## src/rtl/pin_edge_pkg.sv

```systemverilog
package pin_edge_pkg;
  localparam int ADDR_W = 3;

  // register selector; offsets 0..3 also index the mask array
  typedef enum logic [ADDR_W-1:0] {
    REG_RISE_IRQ  = 3'd0,
    REG_FALL_IRQ  = 3'd1,
    REG_RISE_WAKE = 3'd2,
    REG_FALL_WAKE = 3'd3,
    REG_STATUS    = 3'd4,
    REG_CLEAR     = 3'd5
  } reg_sel_e;

  localparam int N_MASKS = 4;
endpackage

```

## src/rtl/edge_sense.sv

```systemverilog
module edge_sense #(
  parameter int N_PINS = 32
) (
  input  logic              clk,
  input  logic [N_PINS-1:0] lvl_i,
  output logic [N_PINS-1:0] rise_o,
  output logic [N_PINS-1:0] fall_o
);
  logic [N_PINS-1:0] prev_q;

  function automatic logic [N_PINS-1:0] went_up(input logic [N_PINS-1:0] now_v,
                                                input logic [N_PINS-1:0] old_v);
    return now_v & ~old_v;
  endfunction

  function automatic logic [N_PINS-1:0] went_down(input logic [N_PINS-1:0] now_v,
                                                  input logic [N_PINS-1:0] old_v);
    return ~now_v & old_v;
  endfunction

  // history needs no reset: it tracks the pins during reset as well
  always_ff @(posedge clk) begin
    prev_q <= lvl_i;
  end

  assign rise_o = went_up(lvl_i, prev_q);
  assign fall_o = went_down(lvl_i, prev_q);
endmodule

```

## src/rtl/edge_mask_regs.sv

```systemverilog
module edge_mask_regs
  import pin_edge_pkg::*;
#(
  parameter int N_PINS = 32
) (
  input  logic              clk,
  input  logic              rst_n,
  input  logic              wr_i,
  input  logic [ADDR_W-1:0] addr_i,
  input  logic [N_PINS-1:0] wdata_i,
  output logic [N_PINS-1:0] rise_irq_o,
  output logic [N_PINS-1:0] fall_irq_o,
  output logic [N_PINS-1:0] rise_wake_o,
  output logic [N_PINS-1:0] fall_wake_o,
  output logic [N_PINS-1:0] clear_o
);
  logic [N_MASKS-1:0][N_PINS-1:0] mask_q;

  for (genvar k = 0; k < N_MASKS; k++) begin : g_mask
    always_ff @(posedge clk) begin
      if (!rst_n)
        mask_q[k] <= '0;
      else if (wr_i && addr_i == ADDR_W'(k))
        mask_q[k] <= wdata_i;
    end
  end

  assign rise_irq_o  = mask_q[REG_RISE_IRQ];
  assign fall_irq_o  = mask_q[REG_FALL_IRQ];
  assign rise_wake_o = mask_q[REG_RISE_WAKE];
  assign fall_wake_o = mask_q[REG_FALL_WAKE];
  assign clear_o     = (wr_i && addr_i == REG_CLEAR) ? wdata_i : '0;
endmodule

```

## src/rtl/edge_status.sv

```systemverilog
module edge_status #(
  parameter int N_PINS = 32,
  parameter int IDX_W  = (N_PINS > 1) ? $clog2(N_PINS) : 1
) (
  input  logic              clk,
  input  logic              rst_n,
  input  logic [N_PINS-1:0] hits_i,
  input  logic [N_PINS-1:0] clear_i,
  output logic [N_PINS-1:0] status_o,
  output logic [IDX_W-1:0]  first_o,
  output logic              any_o
);
  logic [N_PINS-1:0] status_q;

  // clear first, then set: a same-cycle edge keeps its bit
  function automatic logic [N_PINS-1:0] next_status(input logic [N_PINS-1:0] cur,
                                                    input logic [N_PINS-1:0] clr,
                                                    input logic [N_PINS-1:0] set);
    return (cur & ~clr) | set;
  endfunction

  function automatic logic [IDX_W-1:0] lowest_index(input logic [N_PINS-1:0] v);
    logic [IDX_W-1:0] r;
    r = '0;
    for (int i = N_PINS - 1; i >= 0; i--) begin
      if (v[i]) r = IDX_W'(i);
    end
    return r;
  endfunction

  always_ff @(posedge clk) begin
    if (!rst_n)
      status_q <= '0;
    else
      status_q <= next_status(status_q, clear_i, hits_i);
  end

  assign status_o = status_q;
  assign first_o  = lowest_index(status_q);
  assign any_o    = |status_q;
endmodule

```

## src/rtl/pin_edge_notifier.sv

```systemverilog
module pin_edge_notifier
  import pin_edge_pkg::*;
#(
  parameter int N_PINS = 32,
  parameter int IDX_W  = (N_PINS > 1) ? $clog2(N_PINS) : 1
) (
  input  logic              clk,
  input  logic              rst_n,
  input  logic [N_PINS-1:0] pin_lvl_i,
  input  logic              bus_wr_i,
  input  logic [ADDR_W-1:0] bus_addr_i,
  input  logic [N_PINS-1:0] bus_wdata_i,
  output logic [N_PINS-1:0] bus_rdata_o,
  output logic              irq_o,
  output logic              wake_o,
  output logic [IDX_W-1:0]  first_pend_o
);
  // named internal events, visible to the bound checker
  logic [N_PINS-1:0] rise_ev, fall_ev;
  logic [N_PINS-1:0] rise_irq_m, fall_irq_m, rise_wake_m, fall_wake_m;
  logic [N_PINS-1:0] clear_vec;
  logic [N_PINS-1:0] irq_hits, wake_hits;
  logic [N_PINS-1:0] status_vec;
  logic              wake_q;

  function automatic logic [N_PINS-1:0] masked_edges(input logic [N_PINS-1:0] up,
                                                     input logic [N_PINS-1:0] dn,
                                                     input logic [N_PINS-1:0] up_en,
                                                     input logic [N_PINS-1:0] dn_en);
    return (up & up_en) | (dn & dn_en);
  endfunction

  edge_sense #(.N_PINS(N_PINS)) u_sense (
    .clk    (clk),
    .lvl_i  (pin_lvl_i),
    .rise_o (rise_ev),
    .fall_o (fall_ev)
  );

  edge_mask_regs #(.N_PINS(N_PINS)) u_regs (
    .clk         (clk),
    .rst_n       (rst_n),
    .wr_i        (bus_wr_i),
    .addr_i      (bus_addr_i),
    .wdata_i     (bus_wdata_i),
    .rise_irq_o  (rise_irq_m),
    .fall_irq_o  (fall_irq_m),
    .rise_wake_o (rise_wake_m),
    .fall_wake_o (fall_wake_m),
    .clear_o     (clear_vec)
  );

  assign irq_hits  = masked_edges(rise_ev, fall_ev, rise_irq_m, fall_irq_m);
  assign wake_hits = masked_edges(rise_ev, fall_ev, rise_wake_m, fall_wake_m);

  edge_status #(.N_PINS(N_PINS), .IDX_W(IDX_W)) u_status (
    .clk      (clk),
    .rst_n    (rst_n),
    .hits_i   (irq_hits),
    .clear_i  (clear_vec),
    .status_o (status_vec),
    .first_o  (first_pend_o),
    .any_o    (irq_o)
  );

  always_ff @(posedge clk) begin
    if (!rst_n)
      wake_q <= 1'b0;
    else
      wake_q <= |wake_hits;
  end
  assign wake_o = wake_q;

  always_comb begin
    case (bus_addr_i)
      REG_RISE_IRQ:  bus_rdata_o = rise_irq_m;
      REG_FALL_IRQ:  bus_rdata_o = fall_irq_m;
      REG_RISE_WAKE: bus_rdata_o = rise_wake_m;
      REG_FALL_WAKE: bus_rdata_o = fall_wake_m;
      REG_STATUS:    bus_rdata_o = status_vec;
      default:       bus_rdata_o = '0;
    endcase
  end
endmodule

```

## config.mk

```make
export PLATFORM = sky130hd
export DESIGN_NAME = pin_edge_notifier
export DESIGN_NICKNAME = d
export VERILOG_FILES = /design/src/rtl/pin_edge_pkg.sv /design/src/rtl/edge_sense.sv /design/src/rtl/edge_mask_regs.sv /design/src/rtl/edge_status.sv /design/src/rtl/pin_edge_notifier.sv
export SDC_FILE = /design/constraint.sdc
export NUM_CORES = 1
export LEC_CHECK = 0
export ABC_AREA = 1
export CAP_MARGIN = 20
export CORE_MARGIN = 1.5
export CORE_UTILIZATION = 35
export DETAILED_ROUTE_END_ITERATION = 7
export PLACE_DENSITY = 0.57
export SETUP_SLACK_MARGIN = 0.05
export SYNTH_ARGS = -nofsm -noshare
export SYNTH_HDL_FRONTEND = slang
export SYNTH_SLANG_ARGS = --single-unit
```

## constraint.sdc

```tcl
create_clock -name clk -period 3.6 [get_ports clk]
set_input_delay 0.9 -clock clk [delete_from_list [all_inputs] [get_ports clk]]
set_output_delay 0.9 -clock clk [all_outputs]
set_load 0.005 [all_outputs]
```

==> results of run 1 <==
registers in the layout, summed over array words and instances, names as in the netlist:
| register | cells |
|---|---|
| u_regs.rise_wake_o | 32 |
| u_status.status_o | 32 |
| u_regs.fall_irq_o | 32 |
| u_regs.fall_wake_o | 32 |
| u_regs.rise_irq_o | 32 |
| wake_o | 1 |
| u_sense.prev_q | 32 |
power by group:
group	internal (µW)	switching, µW	total (µW)	leakage, µW
Combinational	252	340	592	0.00259
Clock	1000	875	1880	0.000281
Sequential	2210	50.1	2260	0.00158
tightest hold or removal path: stages, from the launching register on:
cell and delay, ps:
dfxtp_1 310, inv_1 60, a21oi_1 50
placed cells by master, fill, tap and decap left out, types with 21 or more instances in the layout:
cell and instances:
nor3_1 27, nand3_1 115, buf_4 40, o22ai_1 21, nor2_1 29, dlygate4sd2_1 28
o21ai_0 56, inv_1 169, a31oi_1 38, a21oi_1 140, nand2_1 150, o21ai_1 88
clkdlybuf4s50_1 69, dfxtp_1 192
stage by stage:
stage / std cells / instance area [µm²] / setup slack (ps) / setup TNS (ps) / utilization, %
detailed placement: 1571 / 10200 / -240 / -5500 / 43.2
CTS: 1624 / 11000 / -47.7 / -83.8 / 46.8
finish: 1624 / 11000 / -34.9 / -53.3 / 46.8
global placement: 1571 / 10200 / -234 / -5570 / 43.2
floorplan: 1165 / 8440 / 771 / 0 / -
global route: 1624 / 11000 / -330 / -768 / 46.8
cell type report:
type	instances	area share, %
Clock buffer	19	4.11
Inverter	180	6.25
Tap cell	319	3.62
Multi-Input combinational cell	729	34.2
Clock inverter	13	1.10
Timing Repair Buffer	171	15.7
Sequential cell	193	35.0
per-layer routing:
metal | track usage [%] | part of all wire [%] | vias to the layer above
li1 | - | - | 4255
met5 | 0 | 0 | -
met4 | 8.37 | 2.4 | 0
met3 | 4.19 | 6.8 | 38
met2 | 36.7 | 45 | 287
met1 | 30.9 | 45 | 3982
final timing paths:
| check | from | end | slack, ps | cells past startpoint |
|---|---|---|---|---|
| max | u_status.status_o[31] | first_pend_o[1] | -30 | 16 |
| min | u_regs.fall_wake_o[19] | u_regs.fall_wake_o[19] | 470 | 2 |
| max reg2reg | u_sense.prev_q[23] | wake_o | 1810 | 6 |
| min reg2reg | u_regs.fall_wake_o[19] | u_regs.fall_wake_o[19] | 470 | 2 |
what timing repair did:
action	CTS	global route
resized for setup	82	5
cloned	2	0
buffers inserted	19	0
endpoints found under the setup margin	34	25
pin swaps	3	1
cells by family (layout without fill, tap and decap cells):
family	Yosys count	count (layout)
buffers and inverters	243	383
DFF	193	193
AOI/OAI and AO/OA	380	380
and+or+nand+nor	349	349
==> flow_summary.json, run 1 <==
{
  "status": "complete, but fails checks",
  "failed_checks": "negative setup slack",
  "multiInputGateArea_um2": 3770,
  "worstSetupEndpointType": "output pin",
  "worstHoldPathType": "reg2reg",
  "std_cell_rows": 56,
  "synth_xor_area_share_pct": 0,
  "ctsHtreeMaxLevel": 4,
  "via_per_inst": 5.27,
  "fin_nets": 1362,
  "critical_path.cell_chain": "buf_4 > nor2_1 > inv_1 > a311oi_2 > o31ai_1 > o21ai_1 > nand2_1 > nand2_1 > nand2_1 > nand2_1 > nand2_1 > nand2_1 > nand2_1 > a21oi_2 > a211oi_2 > dlygate4sd2_1",
  "syn_avg_cell_area_um2": 7.25,
  "fill_cells": 2356,
  "grtUsageTotal_pct": 23.0,
  "yosysMostFrequentCell": "dfxtp_1",
  "diodes": 0,
  "synth_common_cells": "dfxtp_1 (193), inv_1 (171), nand2_1 (151)",
  "crit_fanout": 3,
  "start_util_pct": 35.9,
  "vias": 8562,
  "async_flop_share_pct": 0,
  "synthToLayoutAreaGrowth_pct": 30.7,
  "die_w_um": 158,
  "cp_num_buf_inv": 3,
  "yosys.area_share.simple_pct": 18.3,
  "synth_nets": 1235,
  "fmax_mhz": 275,
  "peakVddDrop_mv": 0.288,
  "core_area_um2": 23500,
  "synthMuxAreaShare_pct": 0,
  "cp_top_family": "compound AO/OA/AOI/OAI gates",
  "path_clk_slew_ps": 70,
  "seqCellArea_um2": 3860,
  "synth_top_family_by_area": "compound AO/OA/AOI/OAI gates",
  "period_needed_ps": 3630,
  "powerDensity_nw_per_um2": 429,
  "worst_pin_slew_ps": 612,
  "ys_types": 29,
  "finalWeightedCongestion": 0.848,
  "dieArea_um2": 25100,
  "clk_path_buf_depth": 2,
  "dp_hpwl_um": 18200,
  "period_share_pct": 101,
  "synth_compound_area_share_pct": 24.9,
  "setup-violations-final": 2,
  "grt_pass1_wl_um": 43800,
  "synth_edf_count": 0,
  "synth_adder_area_share_pct": 0,
  "routed_wirelength_um": 28300,
  "synth_top_cell_by_area": "dfxtp_1",
  "p_leak_uw": 0.00444,
  "drive_above_1_share_pct": 10.5,
  "critPathMaxStageDelay_ps": 330,
  "cts_hold_buf": 0,
  "drt_iter0_markers": 639,
  "cpMostUsedCell": "nand2_1",
  "first_pass_iters": 5,
  "clkSinkCount": 193,
  "rsz0062_at_grt": "true",
  "crit_path_top_delay_cell": "dfxtp_1",
  "io_buffers": 108,
  "syn_area_um2": 8440,
  "power_uw": 4730,
  "ys_seq_area_share_pct": 45.8,
  "drcViolationCount": 0,
  "antenna_found_initial": 0,
  "root_buffer": "clkbuf_16",
  "synth-seq-cells": 193,
  "start_kind": "flip-flop",
  "cts_buffers": 17,
  "finalWorstSetupSlack_ps": -34.9,
  "syn_inst": 1165,
  "cts_tree": "yes",
  "holdWs_ps": 473,
  "arrival_ps": 2730,
  "routedWlPerCell_um": 17.5,
  "ant_nets": 0,
  "hold_viol": 0,
  "grt_max_degree": 65,
  "yosys_warnings": 0,
  "grt_overflow": 0,
  "clock_skew_ps": 10.8,
  "crit_type": "reg2out",
  "clk-insertion-delay-late_ps": 440,
  "relSlewSlack_pct": 58.8,
  "netlist.area_leader.share_pct": 45.8,
  "grt_pass1_vias": 8036,
  "synthFlopType": "dfxtp_1",
  "io_pins": 109,
  "synthTopCellsByArea": "dfxtp_1 (46%), a21oi_1 (8.4%), inv_1 (7.6%), nand3_1 (6.9%), nand2_1 (6.7%)",
  "die_height_um": 158,
  "drv_cap": 0,
  "cp_data_required_time_ps": 2700,
  "slew_viol_final": 0
}
(Power assumes the default switching activity.)
==> run 2, diff against run 1 <==
==> constraint.sdc (replaced) <==
create_clock -name clk -period 3.6 [get_ports clk]
set_input_delay 0.36 -clock clk [delete_from_list [all_inputs] [get_ports clk]]
set_output_delay 0.36 -clock clk [all_outputs]
set_load 0.005 [all_outputs]
==> run 2 against run 1 <==
Effect of this change:
- the flow now finishes without violations
- global-route usage down 0.12 points
- cell count fell by 2.9%
- clock skew fell by 0.99 ps
- routed wire length fell by 1.2%
- via count fell by 1.5%
- flip-flop and latch count unchanged
- power increased by 0.84%
- hold slack worse by 200 ps
- combinational power down 9.0%
- critical endpoint unchanged
- largest cell class unchanged
- largest power group unchanged
==> flow_summary.json, run 2 (synthesis results as in run 1) <==
{
  "status": "completed",
  "start_util_pct": 35.9,
  "powerDensity_nw_per_um2": 455,
  "pwr-share-seq_pct": 47.4,
  "io_pins": 109,
  "dp_cells": 1545,
  "r2r_slack_ps": 1820,
  "via_per_inst": 5.35,
  "relSlewSlack_pct": 36.9,
  "hold_viol": 0,
  "drcViolationCount": 0,
  "fmax_mhz": 321,
  "final_cell_mix": "dfxtp_1 (193), inv_1 (170), nand2_1 (151)",
  "ant_nets": 0,
  "routed_wirelength_um": 28000,
  "layoutNonFillerInstCount": 1577,
  "dieArea_um2": 25100,
  "path_clk_slew_ps": 70,
  "multiInputGateArea_um2": 3680,
  "crit_fanout": 4,
  "cts_buffers": 17,
  "start_kind": "flip-flop",
  "clk-insertion-delay-late_ps": 430,
  "die_w_um": 158,
  "setup-violations-final": 0,
  "synthToLayoutAreaGrowth_pct": 24.2,
  "std_cell_rows": 56,
  "first_pass_iters": 5,
  "fin_nets": 1315,
  "core_area_um2": 23500,
  "grt_pass1_vias": 7974,
  "worstHoldPathType": "in2reg",
  "power.internal_uw": 3530,
  "slew_viol_final": 0,
  "drive_above_1_share_pct": 5.09,
  "grt_overflow": 0,
  "io_buffers": 108,
  "mostFrequentLayoutCell": "dfxtp_1",
  "grtUsageTotal_pct": 22.8,
  "switching_power_uw": 1230,
  "worstSetupEndpointType": "output pin",
  "hold_depth": 3,
  "cp_data_required_time_ps": 3240,
  "die_height_um": 158,
  "ctsHtreeMaxLevel": 4,
  "grt_max_degree": 90,
  "reg2reg_depth": 6,
  "grt_pass1_wl_um": 43500,
  "seqCellArea_um2": 3860,
  "fin_setup_tns_ps": 0,
  "clock_skew_ps": 9.76,
  "final_util_pct": 44.5,
  "fill_cells": 2449,
  "worst_pin_slew_ps": 947,
  "period_share_pct": 86.7,
  "clkSinkCount": 193,
  "dp_hpwl_um": 17600,
  "diodes": 0,
  "rsz0062_at_grt": "false",
  "finalWeightedCongestion": 0.860,
  "arrival_ps": 2760,
  "p_leak_uw": 0.00399,
  "pwr-share-comb_pct": 11.3,
  "root_buffer": "clkbuf_16",
  "drv_cap": 0,
  "cts_tree": "yes",
  "clk_path_buf_depth": 2,
  "period_needed_ps": 3120,
  "antenna_found_initial": 0,
  "pwr-share-clk_pct": 41.3,
  "crit_type": "reg2out",
  "holdWs_ps": 274,
  "routedWlPerCell_um": 17.8,
  "sw_frac_of_total_pct": 25.9,
  "drt_iter0_markers": 618,
  "peakVddDrop_mv": 0.251,
  "vias": 8430
}
run 2: path summary, 6_finish.rpt:
path / endpoint / from
setup / recovery: first_pend_o[1] / u_status.status_o[31]
hold reg to reg: u_regs.fall_wake_o[22] / u_regs.fall_wake_o[22]
setup reg to reg: wake_o / u_regs.rise_wake_o[0]
hold / removal: u_regs.fall_irq_o[8] / rst_n
run 2: routing by layer:
layer,global-route usage [%],share of wire [%]
met2,38.1,46
met5,0,0
met4,8.32,2.3
met1,29.8,46
met3,3.59,5.5
run 2: area by class of cell:
| type | instances | area share, % |
|---|---|---|
| sequential | 193 | 36.9 |
| multi-input combinational | 729 | 35.1 |
| timing repair buffer | 124 | 11.9 |
| inverter | 180 | 6.58 |
| clock buffer | 22 | 4.62 |
| tap | 319 | 3.81 |
| clock inverter | 10 | 1.18 |
run 2: timing repair:
item / CTS / global route
buffers inserted: 0 / 0
resized for setup: 0 / 1
hold buffers: 0 / 0
endpoints found under the setup margin: 0 / 1
run 2: power groups by stage:
stage	combinational, µW	clock (µW)	sequential, µW
2_1_floorplan	257	0	2290
3_3_place_gp	534	0	2300
3_5_place_dp	537	0	2300
4_1_cts	540	2000	2260
5_1_grt	593	2100	2260
6_report	539	1970	2260
run 2: worst max-delay path, stage by stage, from the launching register on:
cell	delay, ps
dfxtp_1	380
nor2_1	60
inv_1	70
a311oi_1	100
o31ai_1	220
o21ai_1	110
nand2_1	70
nand2_1	60
nand2_1	70
nand2_1	50
nand2_1	60
nand2_1	80
nand2_1	80
a21oi_1	60
a211oi_1	280
clkdlybuf4s50_1	590
run 2: stage by stage:
stage / worst slack [ps] / area (µm²) / total power, µW
4_1_cts: 193 / 10500 / 4800
6_report: 480 / 10500 / 4770
5_1_grt: 258 / 10500 / 4960
2_1_floorplan: 1550 / 8440 / 2550
3_5_place_dp: 656 / 9870 / 2840
3_3_place_gp: 659 / 9870 / 2840
